File: config.mk
export PLATFORM = sky130hd
export DESIGN_NAME = shdn_req_detect
export DESIGN_NICKNAME = d
export VERILOG_FILES = /design/src/rtl/shdn_pkg.sv /design/src/rtl/shdn_prescaler.sv /design/src/rtl/shdn_pin_qual.sv /design/src/rtl/shdn_regs.sv /design/src/rtl/shdn_req_detect.sv
export SDC_FILE = /design/constraint.sdc
export NUM_CORES = 1
export LEC_CHECK = 0
export BUFFER_PORTS_ARGS = -buffer_cell sky130_fd_sc_hd__buf_4
export CORE_MARGIN = 2
export CORE_UTILIZATION = 30
export CTS_BUF_LIST = sky130_fd_sc_hd__clkbuf_8
export CTS_CLUSTER_SIZE = 14
export DETAILED_ROUTE_END_ITERATION = 7
export PLACE_DENSITY = 0.49
export SLEW_MARGIN = 0
export SYNTH_ARGS = -nofsm -noshare
export SYNTH_HDL_FRONTEND = slang
export SYNTH_SLANG_ARGS = --single-unit
File: constraint.sdc
create_clock -name clk -period 2.55 [get_ports clk]
set_input_delay 0.255 -clock clk [delete_from_list [all_inputs] [get_ports clk]]
set_output_delay 0.255 -clock clk [all_outputs]
set_load 0.01 [all_outputs]
File: src/rtl/shdn_pkg.sv
package shdn_pkg;

    localparam int unsigned NUM_RATES = 3;
    localparam int unsigned REG_W     = 16;

    typedef enum logic [1:0] {
        QM_EDGE  = 2'b00,
        QM_SLOW0 = 2'b01,
        QM_SLOW1 = 2'b10,
        QM_SLOW2 = 2'b11
    } qual_mode_e;

    typedef enum logic {
        RA_CTRL = 1'b0,
        RA_FLAG = 1'b1
    } reg_addr_e;

    typedef struct packed {
        logic lvl;
        logic fall;
        logic hit;
    } pin_obs_t;

    function automatic int unsigned mode_lo_bit();
        return 2;
    endfunction

    function automatic int unsigned enable_bit(input int unsigned npins);
        return 2 * npins + 2;
    endfunction

    function automatic logic rate_pick(input qual_mode_e m,
                                       input logic [NUM_RATES-1:0] stb);
        case (m)
            QM_SLOW0: return stb[0];
            QM_SLOW1: return stb[1];
            QM_SLOW2: return stb[2];
            default:  return 1'b0;
        endcase
    endfunction

endpackage

File: src/rtl/shdn_prescaler.sv
module shdn_prescaler
    import shdn_pkg::*;
#(
    parameter int unsigned DIV_A = 8,
    parameter int unsigned DIV_B = 16,
    parameter int unsigned DIV_C = 128
) (
    input  logic                 clk,
    input  logic                 rst,
    output logic [NUM_RATES-1:0] stb
);
    localparam int unsigned CW = $clog2(DIV_C);

    logic [CW-1:0] cnt_q;

    always_ff @(posedge clk) begin
        if (rst) cnt_q <= '0;
        else     cnt_q <= cnt_q + 1'b1;
    end

    for (genvar g = 0; g < NUM_RATES; g++) begin : g_rate
        localparam int unsigned LG = (g == 0) ? $clog2(DIV_A) :
                                     (g == 1) ? $clog2(DIV_B) : $clog2(DIV_C);
        assign stb[g] = &cnt_q[LG-1:0];
    end

endmodule

File: src/rtl/shdn_pin_qual.sv
module shdn_pin_qual
    import shdn_pkg::*;
#(
    parameter int unsigned SYNC_STAGES = 2,
    parameter int unsigned LOW_RUN     = 16
) (
    input  logic                 clk,
    input  logic                 rst,
    input  logic                 pin_n,
    input  qual_mode_e           mode,
    input  logic [NUM_RATES-1:0] stb,
    output logic                 req
);
    localparam int unsigned RW      = $clog2(LOW_RUN + 1);
    localparam logic [RW-1:0] RUN_MAX = RW'(LOW_RUN);

    logic [SYNC_STAGES-1:0] sync_q;
    logic                   lvl_d;
    logic [RW-1:0]          run_q;
    logic                   tick;
    pin_obs_t               obs;

    // two-stage synchronizer, idles high (inactive)
    always_ff @(posedge clk) begin
        if (rst) sync_q <= '1;
        else     sync_q <= {sync_q[SYNC_STAGES-2:0], pin_n};
    end

    assign tick = rate_pick(mode, stb);

    always_ff @(posedge clk) begin
        if (rst) begin
            lvl_d <= 1'b1;
            run_q <= '0;
        end else begin
            lvl_d <= obs.lvl;
            if (mode == QM_EDGE) begin
                run_q <= '0;
            end else if (tick) begin
                if (obs.lvl)              run_q <= '0;
                else if (run_q != RUN_MAX) run_q <= run_q + 1'b1;
            end
        end
    end

    always_comb begin
        obs.lvl  = sync_q[SYNC_STAGES-1];
        obs.fall = lvl_d & ~obs.lvl;
        obs.hit  = tick & ~obs.lvl & (run_q == RUN_MAX - 1'b1);
        req      = (mode == QM_EDGE) ? obs.fall : obs.hit;
    end

endmodule

File: src/rtl/shdn_regs.sv
module shdn_regs
    import shdn_pkg::*;
#(
    parameter int unsigned NUM_PINS = 3
) (
    input  logic                  clk,
    input  logic                  rst,
    input  logic                  bus_addr,
    input  logic                  bus_wr,
    input  logic                  bus_rd,
    input  logic [REG_W-1:0]      bus_wdata,
    output logic [REG_W-1:0]      bus_rdata,
    input  logic [NUM_PINS-1:0]   pin_req,
    output logic [2*NUM_PINS-1:0] mode_vec,
    output logic [NUM_PINS-1:0]   flags,
    output logic                  ie,
    output logic                  irq
);
    localparam int unsigned MODE_LO = mode_lo_bit();
    localparam int unsigned MODE_HI = MODE_LO + 2 * NUM_PINS - 1;
    localparam int unsigned IE_BIT  = enable_bit(NUM_PINS);

    logic [2*NUM_PINS-1:0] mode_q;
    logic                  ie_q;
    logic [NUM_PINS-1:0]   flag_q;
    logic [NUM_PINS-1:0]   arm_q;
    logic [NUM_PINS-1:0]   flag_d;
    logic                  irq_q;
    logic                  sel_ctrl;
    logic                  sel_flag;
    logic                  unused_wbits;

    assign sel_ctrl     = (reg_addr_e'(bus_addr) == RA_CTRL);
    assign sel_flag     = (reg_addr_e'(bus_addr) == RA_FLAG);
    assign unused_wbits = ^bus_wdata[REG_W-1:IE_BIT+1];

    always_ff @(posedge clk) begin
        if (rst) begin
            mode_q <= '0;
            ie_q   <= 1'b0;
        end else if (bus_wr && sel_ctrl) begin
            mode_q <= bus_wdata[MODE_HI:MODE_LO];
            ie_q   <= bus_wdata[IE_BIT];
        end
    end

    // clear only armed bits written 0; new requests override the clear
    always_comb begin
        flag_d = flag_q;
        if (bus_wr && sel_flag)
            flag_d = flag_q & ~(arm_q & ~bus_wdata[NUM_PINS-1:0]);
        flag_d = flag_d | pin_req;
    end

    always_ff @(posedge clk) begin
        if (rst) begin
            flag_q <= '0;
            arm_q  <= '0;
            irq_q  <= 1'b0;
        end else begin
            flag_q <= flag_d;
            if (bus_wr && sel_flag)      arm_q <= '0;
            else if (bus_rd && sel_flag) arm_q <= flag_q;
            irq_q <= ie_q & (|flag_q);
        end
    end

    always_comb begin
        bus_rdata = '0;
        if (sel_ctrl) begin
            bus_rdata[MODE_HI:MODE_LO] = mode_q;
            bus_rdata[IE_BIT]          = ie_q;
        end else begin
            bus_rdata[NUM_PINS-1:0] = flag_q;
        end
    end

    assign mode_vec = mode_q;
    assign flags    = flag_q;
    assign ie       = ie_q;
    assign irq      = irq_q;

endmodule

File: src/rtl/shdn_req_detect.sv
module shdn_req_detect
    import shdn_pkg::*;
#(
    parameter int unsigned NUM_PINS    = 3,
    parameter int unsigned SYNC_STAGES = 2,
    parameter int unsigned LOW_RUN     = 16,
    parameter int unsigned DIV_A       = 8,
    parameter int unsigned DIV_B       = 16,
    parameter int unsigned DIV_C       = 128
) (
    input  logic                clk,
    input  logic                rst,
    input  logic [NUM_PINS-1:0] shdn_n,
    input  logic                bus_addr,
    input  logic                bus_wr,
    input  logic                bus_rd,
    input  logic [REG_W-1:0]    bus_wdata,
    output logic [REG_W-1:0]    bus_rdata,
    output logic                irq
);
    logic [NUM_RATES-1:0]  rate_stb;
    logic [NUM_PINS-1:0]   pin_req;
    logic [NUM_PINS-1:0]   flag_vec;
    logic [2*NUM_PINS-1:0] mode_vec;
    logic                  ctrl_ie;

    shdn_prescaler #(
        .DIV_A(DIV_A),
        .DIV_B(DIV_B),
        .DIV_C(DIV_C)
    ) u_presc (
        .clk (clk),
        .rst (rst),
        .stb (rate_stb)
    );

    for (genvar p = 0; p < NUM_PINS; p++) begin : g_pin
        shdn_pin_qual #(
            .SYNC_STAGES(SYNC_STAGES),
            .LOW_RUN    (LOW_RUN)
        ) u_qual (
            .clk   (clk),
            .rst   (rst),
            .pin_n (shdn_n[p]),
            .mode  (qual_mode_e'(mode_vec[2*p +: 2])),
            .stb   (rate_stb),
            .req   (pin_req[p])
        );
    end

    shdn_regs #(
        .NUM_PINS(NUM_PINS)
    ) u_regs (
        .clk       (clk),
        .rst       (rst),
        .bus_addr  (bus_addr),
        .bus_wr    (bus_wr),
        .bus_rd    (bus_rd),
        .bus_wdata (bus_wdata),
        .bus_rdata (bus_rdata),
        .pin_req   (pin_req),
        .mode_vec  (mode_vec),
        .flags     (flag_vec),
        .ie        (ctrl_ie),
        .irq       (irq)
    );

endmodule

==> metrics.md <==
| Metric | Value |
|---|---|
| Status | `finished clean` |
| Antenna fix cells | `0` |
| Element type at the critical path end | `flip-flop` |
| Final instance area | `approximately 2600 um^2` |
| First-pass GRT wire length | `~8.2 mm` |
| Slew margin rel. | `between 50% and 60%` |
| Crit path max fanout | `8` |
| Buffers on Ports | `26` |
| Commonest non-fill, non-tap cells in the layout | `45 x dfxtp_1, 31 x nor2_1, 28 x buf_4, 20 x inv_1, 17 x a21oi_1` |
| Clock Latency Late Sink | `around 0.30 ns` |
| Netlist cell types | `between 40 and 50` |
| Max-slew violation count | `0` |
| Final hold violations | `0` |
| Setup CP Type | `flip-flop to flip-flop` |
| Async S/R FF share, synth | `0%` |
| Die area | `8110 um^2` |
| GP Congestion | `approximately 0.77` |
| Area after DPL | `between 2000 and 2500 um^2` |
| Final period util | `between 80% and 90%` |
| Ys Warns | `0` |
| Clk buf depth | `2` |
| Final wirelength | `~4.8 mm` |
| Sum Neg Setup Slack | `0 ns` |
| Die X-Extent | `between 90 and 100 um` |
| Nature of the critical path startpoint | `flip-flop` |
| Htree depth | `2` |
| GRT Total Usage | `~12%` |
| CTS tree | `built` |
| Post-route ant nets | `0` |
| Drc violations | `0` |
| Multi-input gate area | `1190 um^2` |
| Sink Count | `45` |
| Top FF cell, synth | `dfxtp_1` |
| CTS clk-pin slew, worst paths | `around 0.090 ns` |
| Register bit total from synthesis | `45` |
| Core Box Area | `between 7000 and 8000 um^2` |
| EDFF count, synth | `0` |
| Hold Buf Count CTS | `0` |
| Detailed placement HPWL | `between 3 and 4 mm` |
| Average size of a mapped cell | `between 8 and 9 um^2` |
| Setup bufs post-CTS | `0` |
| Fill count | `roughly 790` |
| Final setup viols | `0` |
| Register area share after synthesis | `40.5%` |
| Area growth, synth to finish | `16.4%` |
| Pin count of the biggest net entering global routing | `32` |
| Commonest non-fill, non-tap cell in the layout | `dfxtp_1` |
| Worst hold path type | `primary input to flip-flop` |
| Final period demand of the worst path | `between 2 and 2.5 ns` |
| Worst slew pin tran | `about 0.66 ns` |
| Critical Path AT | `between 2 and 2.5 ns` |
| Layout Skew | `around 0.0053 ns` |
| CP most frequent cell | `ha_1` |
| Ports | `between 40 and 50` |
| TritonCTS buffer count | `5` |
| Drt initial violations | `120` |
| FMAX | `about 480 MHz` |
| Vias | `1,837` |
| Initial core utilization | `30.8%` |
| Max VDD drop | `0.263 mV` |
| Vias per cell | `around 4.7` |
| Mapped Area | `2220 um^2` |
| Number of global-route vias before repair | `around 1,700` |
| Seq. cell area | `~900 um^2` |
| Row count | `31` |
| Mapped Cells | `approximately 260` |
| Post-DR wirelength/cell | `around 12 um` |
| Max Cap Viol | `0` |
| CP max-delay cell | `or4b_1` |
| Die height | `90.1 um` |
| Leakage Power | `between 0.9 and 1 nW` |
| GRT overflow | `0` |
| Largest stage delay on the critical path | `just over 0.5 ns` |
| Fraction of layout instances using a drive strength above 1 | `between 10% and 20%` |
| Power Density | `roughly 500 nW/um^2` |
| CTS root buffer | `clkbuf_8` |
| Initial antenna violation count | `0` |
| Final Net Count | `approximately 320` |
| CP required | `about 2.8 ns` |
| CP cell instances | `ha_1 -> ha_1 -> and3b_1 -> o22ai_1 -> or4b_1 -> a21oi_1` |
| Drt first pass iters | `4` |
| Post-CTS sizing | `0` |
| RSZ-0062 raised after global routing | `false` |
per-stage QoR:
stage / utilization, % / hold WS, ns / total power (W) / setup WS (ns) / std cells
after floorplan: - / 0.359 / 0.000814 / 0.788 / 265
after global placement: 34.6 / 0.392 / 0.000854 / 0.515 / 379
after detailed placement: 34.6 / 0.392 / 0.000854 / 0.481 / 379
after CTS: 35.8 / 0.122 / 0.00131 / 0.450 / 387
after global routing: 35.8 / 0.128 / 0.00136 / 0.257 / 387
final: 35.8 / 0.134 / 0.00129 / 0.464 / 387
cell type report:
cell class	count	area share, %
Multi-Input combinational cell	187	45.9
Clock buffer	5	2.66
Sequential cell	45	34.8
Inverter	20	2.90
Timing Repair Buffer	28	8.13
Tap cell	99	4.79
Clock inverter	3	0.822
sequential cells by signal, indices dropped and copies added, names as in the netlist, 3 cells and up:
name / cells
g_pin.u_qual.run_q: 15
u_presc.cnt_q: 7
g_pin.u_qual.sync_q: 6
u_regs.mode_vec: 6
g_pin.u_qual.lvl_d: 3
u_regs.arm_q: 3
u_regs.flags: 3
kinds of logic (layout without fill, tap and decap cells):
| logic type | count (synthesis) | in the layout | synth area share (%) |
|---|---|---|---|
| AOI/OAI and AO/OA | 61 | 61 | 17.7 |
| other | 1 | 7 | 0.169 |
| adders and majority gates | 11 | 11 | 6.19 |
| buffers and inverters | 33 | 56 | 7.09 |
| xor gates and xnor gates | 4 | 4 | 1.58 |
| muxes | 2 | 2 | 0.901 |
| DFF | 45 | 45 | 40.5 |
| and+or+nand+nor | 102 | 102 | 25.8 |
per-layer routing:
metal	GRT usage (%)	vias up	part of all wire [%]
met5	0	-	0
met4	4.62	0	0.92
met3	2.93	5	3.4
met2	19.0	33	44
met1	17.0	840	51
li1	-	959	-
synth_stat cells, types with 3 or more instances:
master    number  area share, %
nand4b_1       3            1.2
inv_1         20            3.4
nand3_1        9            2.0
o211ai_1       6            2.0
nand2_1       10            1.7
o22ai_1        3           0.84
nor2_1        31            5.2
dfxtp_1       45             41
ha_1          11            6.2
nor2b_1        6            1.7
o21ai_0       12            2.7
buf_4          7            2.4
o31ai_1        3            1.0
or4_1          5            1.7
a21oi_1       17            3.8
nor3_1         6            1.4
clkbuf_1       5           0.84
a22oi_1        5            1.7
and3_1         8            2.3
or2_2          8            2.3
report_power, final:
part	switching, W	internal [W]
Combinational	0.0000554	0.0000453
Sequential	0.0000159	0.000720
Clock	0.000257	0.000195
Total	0.000328	0.000961
worst max-delay path: cells and delay by family (launching register included):
kind            cells  cell delay (ns)
fa+ha+maj           2             0.54
simple gates        2             0.79
compound gates      2             0.35
flops               1             0.35
final timing paths:
path	from	end	slack, ns	cells past startpoint
worst max-delay path	u_presc.cnt_q[0]	g_pin[0].u_qual.run_q[1]	0.46	6
worst min-delay path	shdn_n[1]	g_pin[1].u_qual.sync_q[0]	0.13	2
worst max register to register	u_presc.cnt_q[0]	g_pin[0].u_qual.run_q[1]	0.46	6
worst min register to register	g_pin[2].u_qual.sync_q[0]	g_pin[2].u_qual.sync_q[1]	0.41	1
No activity file was read; power rests on OpenSTA's default activity.
